File: config.mk
export PLATFORM = sky130hd
export DESIGN_NAME = dac_frame_tx
export DESIGN_NICKNAME = d
export VERILOG_FILES = /design/src/rtl/dac_frame_tx.sv
export SDC_FILE = /design/constraint.sdc
export NUM_CORES = 1
export LEC_CHECK = 0
export BUFFER_PORTS_ARGS = -buffer_cell sky130_fd_sc_hd__buf_2
export CORE_AREA = 2 2 78 80
export CTS_BUF_LIST = sky130_fd_sc_hd__clkbuf_8 sky130_fd_sc_hd__clkbuf_16
export CTS_CLUSTER_SIZE = 24
export DETAILED_ROUTE_END_ITERATION = 8
export DIE_AREA = 0 0 80 82
export MAX_ROUTING_LAYER = met4
export PLACE_DENSITY = 0.69
export SLEW_MARGIN = 20
export SYNTH_ARGS = -nofsm -noshare
export SYNTH_HDL_FRONTEND = slang
export SYNTH_SLANG_ARGS = --single-unit
File: constraint.sdc
create_clock -name clk -period 5.4 [get_ports clk]
set_clock_uncertainty 0.05 [all_clocks]
set_input_delay 0 -clock clk [delete_from_list [all_inputs] [get_ports clk]]
set_output_delay 0 -clock clk [all_outputs]
set_load 0.005 [all_outputs]
File: src/rtl/dac_frame_tx.sv
module dac_frame_tx #(
  parameter int DIV_CYC   = 4,
  parameter int SETUP_CYC = 2,
  parameter int HOLD_CYC  = 1,
  parameter int GAP_CYC   = 3
) (
  input  logic        clk,
  input  logic        rst_n,
  input  logic        park_low,
  input  logic        abort,
  input  logic        cmd_valid,
  output logic        cmd_ready,
  input  logic [15:0] cmd_code,
  input  logic [1:0]  cmd_mode,
  output logic        sync_n,
  output logic        sclk,
  output logic        sdo,
  output logic        done
);
  localparam int WORD_W = 24;
  localparam int CNT_W  = $clog2(DIV_CYC + SETUP_CYC + HOLD_CYC + GAP_CYC + 1);
  localparam logic [CNT_W-1:0] DIV_LD   = CNT_W'(DIV_CYC - 1);
  localparam logic [CNT_W-1:0] SETUP_LD = CNT_W'(SETUP_CYC - 1);
  localparam logic [CNT_W-1:0] HOLD_LD  = CNT_W'(HOLD_CYC - 1);
  localparam logic [CNT_W-1:0] GAP_LD   = CNT_W'(GAP_CYC - 1);

  typedef enum logic [2:0] {S_IDLE, S_GAP, S_SETUP, S_SHIFT, S_HOLD} st_t;

  st_t               st;
  logic [CNT_W-1:0]  cnt;
  logic [4:0]        bits;
  logic [WORD_W-1:0] sh;
  logic              pend;
  logic [WORD_W-1:0] word;
  logic              cut;

  assign word      = {6'b0, cmd_mode, cmd_code};
  assign cmd_ready = (st == S_IDLE);
  assign cut       = abort && (st == S_SETUP || st == S_SHIFT);

  always_ff @(posedge clk or negedge rst_n) begin
    if (!rst_n) begin
      st <= S_IDLE; cnt <= '0; bits <= '0; sh <= '0; pend <= 1'b0;
      sync_n <= 1'b1; sclk <= 1'b0; sdo <= 1'b0; done <= 1'b0;
    end else begin
      done <= 1'b0;
      if (cut) begin
        st <= S_GAP; cnt <= GAP_LD; pend <= 1'b0; sync_n <= 1'b1; sclk <= 1'b0;
      end else begin
        case (st)
          S_IDLE: begin
            if (cmd_valid) begin
              sh <= word; bits <= '0;
              if (sync_n) begin
                st <= S_SETUP; sync_n <= 1'b0; sdo <= word[WORD_W-1]; cnt <= SETUP_LD;
              end else begin
                st <= S_GAP; pend <= 1'b1; sync_n <= 1'b1; cnt <= GAP_LD;
              end
            end else if (park_low && sync_n) begin
              sync_n <= 1'b0;
            end else if (!park_low && !sync_n) begin
              st <= S_GAP; pend <= 1'b0; sync_n <= 1'b1; cnt <= GAP_LD;
            end
          end
          S_GAP: begin
            if (cnt != '0) cnt <= cnt - 1'b1;
            else if (pend) begin
              st <= S_SETUP; pend <= 1'b0; sync_n <= 1'b0; sdo <= sh[WORD_W-1]; cnt <= SETUP_LD;
            end else st <= S_IDLE;
          end
          S_SETUP: begin
            if (cnt != '0) cnt <= cnt - 1'b1;
            else st <= S_SHIFT;
          end
          S_SHIFT: begin
            if (cnt != '0) cnt <= cnt - 1'b1;
            else if (!sclk) begin
              sclk <= 1'b1; sdo <= sh[WORD_W-1]; sh <= sh << 1; cnt <= DIV_LD;
            end else begin
              sclk <= 1'b0;
              if (bits == 5'(WORD_W - 1)) begin
                st <= S_HOLD; cnt <= HOLD_LD;
              end else begin
                bits <= bits + 1'b1; cnt <= DIV_LD;
              end
            end
          end
          S_HOLD: begin
            if (cnt == '0 || abort) begin
              st <= S_GAP; cnt <= GAP_LD; pend <= 1'b0;
              sync_n <= 1'b1; done <= 1'b1; sdo <= 1'b0;
            end else cnt <= cnt - 1'b1;
          end
          default: st <= S_IDLE;
        endcase
      end
    end
  end
endmodule

==> metrics.cfg, run 1 <==
[route]
wire_per_inst_um = 14.3
drtIter0Drc = 145
wl_um = 5850
drt_pass1_iterations = 4
via_count = 2282
ant_nets = 0
drt-vias-per-instance = 5.59
route.detailed.drc = 0

[synth]
synth-edff-count = 0
ys_seq_area_share_pct = 40.7
yosys_warnings = 0
syn_inst = 299
async_reset_ff_share_pct = 100
netlist_top_cells_count = nand2_1, dfrtp_1, nor2_1
synth_area_mm2 = 0.00252
synth.net_count = 325
ys_dominant_reg_cell = dfrtp_1
synth.largest_area_cell = dfrtp_1
synth_cell_type_count = 62
avgSynthCellArea_um2 = 8.44
synth_area_leaders = dfrtp_1, nand2_1, a31oi_1
synth_top_area_share_pct = 39.7
synth.most_common_cell = nand2_1
ys_ff_latch = 41

[clocking]
clk_pin_slew_ns = 0.08
postCtsSetupBuffers = 0
clock_path_buffers = 2
cts.sink_count = 41
cts_buffers = 5
clk_root_buffer_cell = clkbuf_8
clk_latency_ns = 0.30
cts_htree_levels = 2
cts_tree = done

[power_and_ir_drop]
cellPowerDensity_mw_per_mm2 = 499
power.leakage_nw = 1.25
power_mw = 1.48
ir_worst_vdd_v = 0.000221

[critical_path]
path_buf_inv = 0
path_delay_family = flip-flops
worst_ep_required_time_ns = 5.54
start_kind = flip-flop
path_class = flip-flop to flip-flop
end_kind = flip-flop
max_stage_delay_ns = 0.85
cpMaxStageDelayCell = dfrtp_1
arrival_ns = 2.69
cp_cell_sequence = nand3b_1 > a31oi_1 > nor3_1 > mux2_2
path_max_fanout = 29

[layout]
diodes = 0
drive_gt1_share_pct = 15.6
num-fill-cells = 580
syn_to_final_growth_pct = 17.5
layout.nets = 358

[timing]
finalSetupViolations = 0
rsz0062_at_grt = no
hold_viol = 0
period_share_pct = 47.2
timing.final.crit_period_ns = 2.55
holdWs_ns = 0.0146
max_freq_mhz = 392
tns_ns = 0
worst_pin_slew_ns = 0.909
finalMaxSlewViolations = 0
max_slew_margin_pct = 39.4

[run_status]
status = finished clean

[global_route]
antenna_found_initial = 0
grt_max_degree = 48
track_usage_pct = 19.6
grt_pass1_vias = 2145
grt_pass1_wl_um = 9690
grt_overflow = 0

[placement]
portBuffers = 27
gp_congestion = 0.919
dpl.hpwl_um = 3750

[die]
die_w_um = 80
io_pins = 28
core_area_mm2 = 0.00575
initial_core_util_pct = 43.9
fp.dieArea_mm2 = 0.00656
fp-row-count = 28
die_h_um = 82

[worst_hold_path]
min_path_type = input port to flip-flop

[run]
cap_violations = 0

cells by family after synthesis:
group,synth area share (%)
buffers and inverters,7.29
AO/OA/AOI/OAI,24.5
flip-flops,40.7
multiplexers,1.34
adder cells (fa/ha/maj),1.49
AND/OR/NAND/NOR,24.7
stage by stage:
stage          instance area [um2]  setup slack (ns)  std cells  utilization [%]
2_1_floorplan                 2520              3.35        299                -
6_report                      2960              2.85        408             51.6
5_1_grt                       2960              2.63        408             51.6
3_3_place_gp                  2660              2.75        381             46.3
3_5_place_dp                  2660              2.72        381             46.3
4_1_cts                       2960              2.71        408             51.6
cell type report:
cell class	instances	area (um2)	area share [%]
Inverter	17	63.8	2.15
Multi-Input combinational cell	219	1320	44.7
Tap cell	75	93.8	3.17
Sequential cell	41	1030	34.7
Clock buffer	5	68.8	2.32
Timing Repair Buffer	48	340	11.5
Clock inverter	3	46.3	1.56
registers in the layout, summed over array words and instances (netlist names), 3 cells and up:
name,flops
sh,24
bits,5
cnt,4
st,3
layout by cell type (no fill, tap or decap), types with 2 or more instances in the layout:
| cell | instances |
|---|---|
| dfrtp_1 | 40 |
| nor3b_1 | 2 |
| buf_4 | 2 |
| nand3b_1 | 2 |
| a211oi_1 | 5 |
| nor3_1 | 4 |
| nor2_1 | 29 |
| nand2_1 | 44 |
| nand4_1 | 3 |
| nor2b_1 | 7 |
| ha_1 | 3 |
| o211ai_1 | 9 |
| a31oi_1 | 19 |
| and3_1 | 2 |
| a21oi_1 | 8 |
| o21bai_1 | 2 |
| nand3_1 | 14 |
| mux2_2 | 3 |
| or3b_2 | 3 |
| nand2b_1 | 3 |
| inv_1 | 17 |
| a2111oi_0 | 2 |
| buf_2 | 27 |
| o31ai_1 | 3 |
| dlygate4sd3_1 | 19 |
| o21ai_0 | 17 |
| clkbuf_8 | 5 |
| and2_1 | 2 |
| o22ai_1 | 2 |
what timing repair did:
action	in CTS	in global routing
hold buffers	19	0
resized for setup	0	0
hold endpoints to repair	58	0
layer usage:
metal / GRT usage, % / part of all wire, %
met3: 4.29 / 3.5
met1: 25.3 / 47
met5: - / 0
met4: 5.59 / 1.1
met2: 31.2 / 48
power breakdown:
group          switching (mW)  internal, mW
combinational           0.396         0.285
sequential              0.122         0.419
clock                   0.118         0.138
worst paths after layout:
path	start	slack, ns	depth (start not counted)	endpoint
setup reg to reg	st[1]	2.85	4	bits[3]
setup / recovery	st[1]	2.85	4	bits[3]
hold reg to reg	sh[18]	0.47	2	sh[19]
hold / removal	abort	0.01	2	st[2]
max in group asynchronous	rst_n	4.41	2	cnt[2]
min in group asynchronous	rst_n	0.31	2	pend
(Power assumes the default switching activity.)
==> inputs of run 2 (changes only) <==
--- a/config.mk
+++ b/config.mk
@@ -5,14 +5,15 @@
 export SDC_FILE = /design/constraint.sdc
 export NUM_CORES = 1
 export LEC_CHECK = 0
+export ABC_AREA = 1
 export BUFFER_PORTS_ARGS = -buffer_cell sky130_fd_sc_hd__buf_2
-export CORE_AREA = 2 2 78 80
+export CORE_AREA = 2 2 75 77
 export CTS_BUF_LIST = sky130_fd_sc_hd__clkbuf_8 sky130_fd_sc_hd__clkbuf_16
 export CTS_CLUSTER_SIZE = 24
 export DETAILED_ROUTE_END_ITERATION = 8
-export DIE_AREA = 0 0 80 82
+export DIE_AREA = 0 0 77 79
 export MAX_ROUTING_LAYER = met4
-export PLACE_DENSITY = 0.69
+export PLACE_DENSITY = 0.72
 export SLEW_MARGIN = 20
 export SYNTH_ARGS = -nofsm -noshare
 export SYNTH_HDL_FRONTEND = slang
==> constraint.sdc (replaced) <==
create_clock -name clk -period 2.1 [get_ports clk]
set_clock_uncertainty 0.05 [all_clocks]
set_input_delay 0 -clock clk [delete_from_list [all_inputs] [get_ports clk]]
set_output_delay 0 -clock clk [all_outputs]
set_load 0.005 [all_outputs]
==> metrics.cfg, run 2 <==
[run_status]
status = finished clean

[timing]
max_slew_margin_pct = 39.5  ; +0.061 points
finalMaxSlewViolations = 0  ; unchanged
period_share_pct = 92.6  ; +45 points
finalSetupViolations = 0  ; unchanged
max_freq_mhz = 514  ; +31%
timing.final.crit_period_ns = 1.94  ; -0.605 ns
worst_slack_ns = 0.156  ; -2.69 ns
worst_pin_slew_ns = 0.908  ; -0.000914 ns
hold_viol = 0  ; unchanged

[synth]
synth.most_common_cell = nand2_1
synth-edff-count = 0  ; unchanged
async_reset_ff_share_pct = 100  ; unchanged
ys_seq_area_share_pct = 44.1  ; +3.4 points
synth_area_leaders = dfrtp_1, nand2_1, inv_1
avgSynthCellArea_um2 = 7.61  ; -9.8%
netlist_top_cells_count = nand2_1, dfrtp_1, inv_1
synth.largest_area_cell = dfrtp_1
synth_area_mm2 = 0.00233  ; -7.6%
ys_dominant_reg_cell = dfrtp_1
synth_top_area_share_pct = 43.0  ; +3.3 points
synth.net_count = 332  ; +2.2%
syn_inst = 306  ; +2.3%
ys_ff_latch = 41  ; unchanged
yosys_warnings = 0  ; unchanged
synth_cell_type_count = 30  ; -52%

[die]
die_w_um = 77  ; -3.8%
initial_core_util_pct = 43.6  ; -0.25 points
io_pins = 28  ; unchanged
core_area_mm2 = 0.00534  ; -7.1%
die_h_um = 79  ; -3.7%
fp.dieArea_mm2 = 0.00608  ; -7.3%
fp-row-count = 27  ; -3.6%

[power_and_ir_drop]
switching_share_pct = 44.8  ; +1.7 points
pwr-share-clk_pct = 16.1  ; -1.3 points
cellPowerDensity_mw_per_mm2 = 1360  ; +170%
power_frac_seq_pct = 32.6  ; -4.0 points
power.switching_mw = 1.73  ; +170%
pwr-share-comb_pct = 51.3  ; +5.3 points
p_int_mw = 2.13  ; +150%
ir_worst_vdd_v = 0.000591  ; +170%
power_mw = 3.86  ; +160%
power.leakage_nw = 1.40  ; +12%

[global_route]
use_met3_pct = 3.07  ; -1.2 points
met2_usage_pct = 31.8  ; +0.68 points
track_usage_pct = 19.3  ; -0.30 points
grt_pass1_wl_um = 9270  ; -4.4%
grt_pass1_vias = 2062  ; -3.9%
grt_overflow = 0  ; unchanged
use_met1_pct = 24.8  ; -0.57 points
antenna_found_initial = 0  ; unchanged
gr-max-usage-layer = met2
grt_max_degree = 43  ; -10%

[layout]
num-fill-cells = 517  ; -11%
largest_reg_flops = 24  ; unchanged
syn_to_final_growth_pct = 21.8
mostFrequentLayoutCells = nand2_1, dfrtp_1, inv_1
final_common_cell = nand2_1
stdcell_count = 426  ; +4.4%
drive_gt1_share_pct = 14.4  ; -1.2 points
layout.nets = 379  ; +5.9%
diodes = 0  ; unchanged
reg_top3 = sh x24, bits x5, cnt x4
top_register = sh
design_area_mm2 = 0.00284  ; -4.3%

[clocking]
clock_path_buffers = 2  ; unchanged
clk_pin_slew_ns = 0.07  ; about the same
clk_latency_ns = 0.29  ; about the same
cts.sink_count = 41  ; unchanged
cts_htree_levels = 2  ; unchanged
clk_root_buffer_cell = clkbuf_8
cts_tree = done
postCtsSetupBuffers = 0  ; unchanged
cts_buffers = 5  ; unchanged

[placement]
portBuffers = 27  ; unchanged
gp_congestion = 0.874  ; -4.8%
dp.cells = 398  ; +4.5%
dpl.hpwl_um = 3530  ; -5.7%
place_area_mm2 = 0.00252  ; -5.2%
post-place-ws_ns = 0.163  ; -2.56 ns

[route]
route.detailed.drc = 0  ; unchanged
ant_nets = 0  ; unchanged
drtIter0Drc = 198  ; +37%
drt-vias-per-instance = 5.09  ; -9.0%
wire_per_inst_um = 12.4  ; -14%
drt_pass1_iterations = 4  ; unchanged
wl_um = 5260  ; -10%
via_count = 2169  ; -5.0%

[critical_path]
cpMaxStageDelayCell = dfrtp_1
path_class = flip-flop to flip-flop
cp_cell_sequence = inv_1 > ha_1 > nand2_1 > nand2_1 > nand2_2 > inv_1 > nand2_1 > nor2_2 > inv_2 > nand2_1 > o21ai_1
arrival_ns = 2.07  ; -0.62 ns
start_kind = flip-flop
end_kind = flip-flop
worst_ep_required_time_ns = 2.23  ; -3.31 ns
max_stage_delay_ns = 0.43  ; -0.42 ns
path_max_fanout = 10  ; -66%
cp_common_cell = nand2_1

[worst_hold_path]
min_path_type = input port to flip-flop

[run]
cap_violations = 0  ; unchanged

[run 2: cell families after synthesis]
group / Yosys count / synth area share [%]
compound gates: 64 / 15.9
buf+inv: 48 / 8.97
flops: 41 / 44.1
fa+ha+maj: 3 / 1.61
xor+xnor: 4 / 1.50
simple gates: 146 / 27.9
[run 2: worst max-delay path, delay by kind of cell, from the launching register on]
| family | cells | cell delay [ns] |
|---|---|---|
| compound gates | 1 | 0.06 |
| flops | 1 | 0.43 |
| simple gates | 6 | 0.83 |
| buf+inv | 3 | 0.30 |
| fa+ha+maj | 1 | 0.16 |
[run 2: worst paths after layout]
check                       start  endpoint  slack, ns  depth (start not counted)
max in group asynchronous   rst_n    cnt[3]       1.11                          2
min in group asynchronous   rst_n     sh[7]       0.32                          2
setup / recovery           cnt[0]   bits[2]       0.16                         11
hold / removal              abort     st[2]       0.02                          4
hold reg to reg               sdo       sdo       0.45                          2
setup reg to reg           cnt[0]   bits[2]       0.16                         11
[run 2: layout make-up]
class	instances	area (um2)	area share, %
Clock buffer	5	68.8	2.43
Clock inverter	3	42.5	1.50
Inverter	39	146	5.16
Multi-Input combinational cell	217	1100	38.7
Sequential cell	41	1030	36.2
Tap cell	72	90.1	3.18
Timing Repair Buffer	49	363	12.8
[run 2: metrics by stage]
stage / TNS, ns / hold WS [ns] / util [%]
4_1_cts: 0 / 0.00844 / 53.0
5_1_grt: -0.00715 / 0.0385 / 53.1
2_1_floorplan: 0 / -0.346 / -
3_3_place_gp: 0 / 0.137 / 47.2
6_report: 0 / 0.0207 / 53.1
3_5_place_dp: 0 / 0.144 / 47.2
[run 2: power by group through the flow]
| stage | logic [mW] | clock network, mW | registers, mW |
|---|---|---|---|
| after floorplan | 1.56 | 0 | 1.22 |
| after global placement | 1.86 | 0 | 1.26 |
| after detailed placement | 1.91 | 0 | 1.27 |
| after CTS | 1.95 | 0.645 | 1.25 |
| after global routing | 2.28 | 0.670 | 1.29 |
| final | 1.98 | 0.621 | 1.26 |
[run 2: repair_timing]
| action | in CTS | in global routing |
|---|---|---|
| resized for setup | 0 | 1 |
| setup endpoints to repair | 0 | 3 |
| hold buffers | 20 | 0 |
| hold endpoints to repair | 58 | 0 |
[run 2: layer usage]
layer	vias up	wire, um
met3	6	211
li1	1100	-
met4	0	61
met1	1019	2370
met5	-	0
met2	44	2630
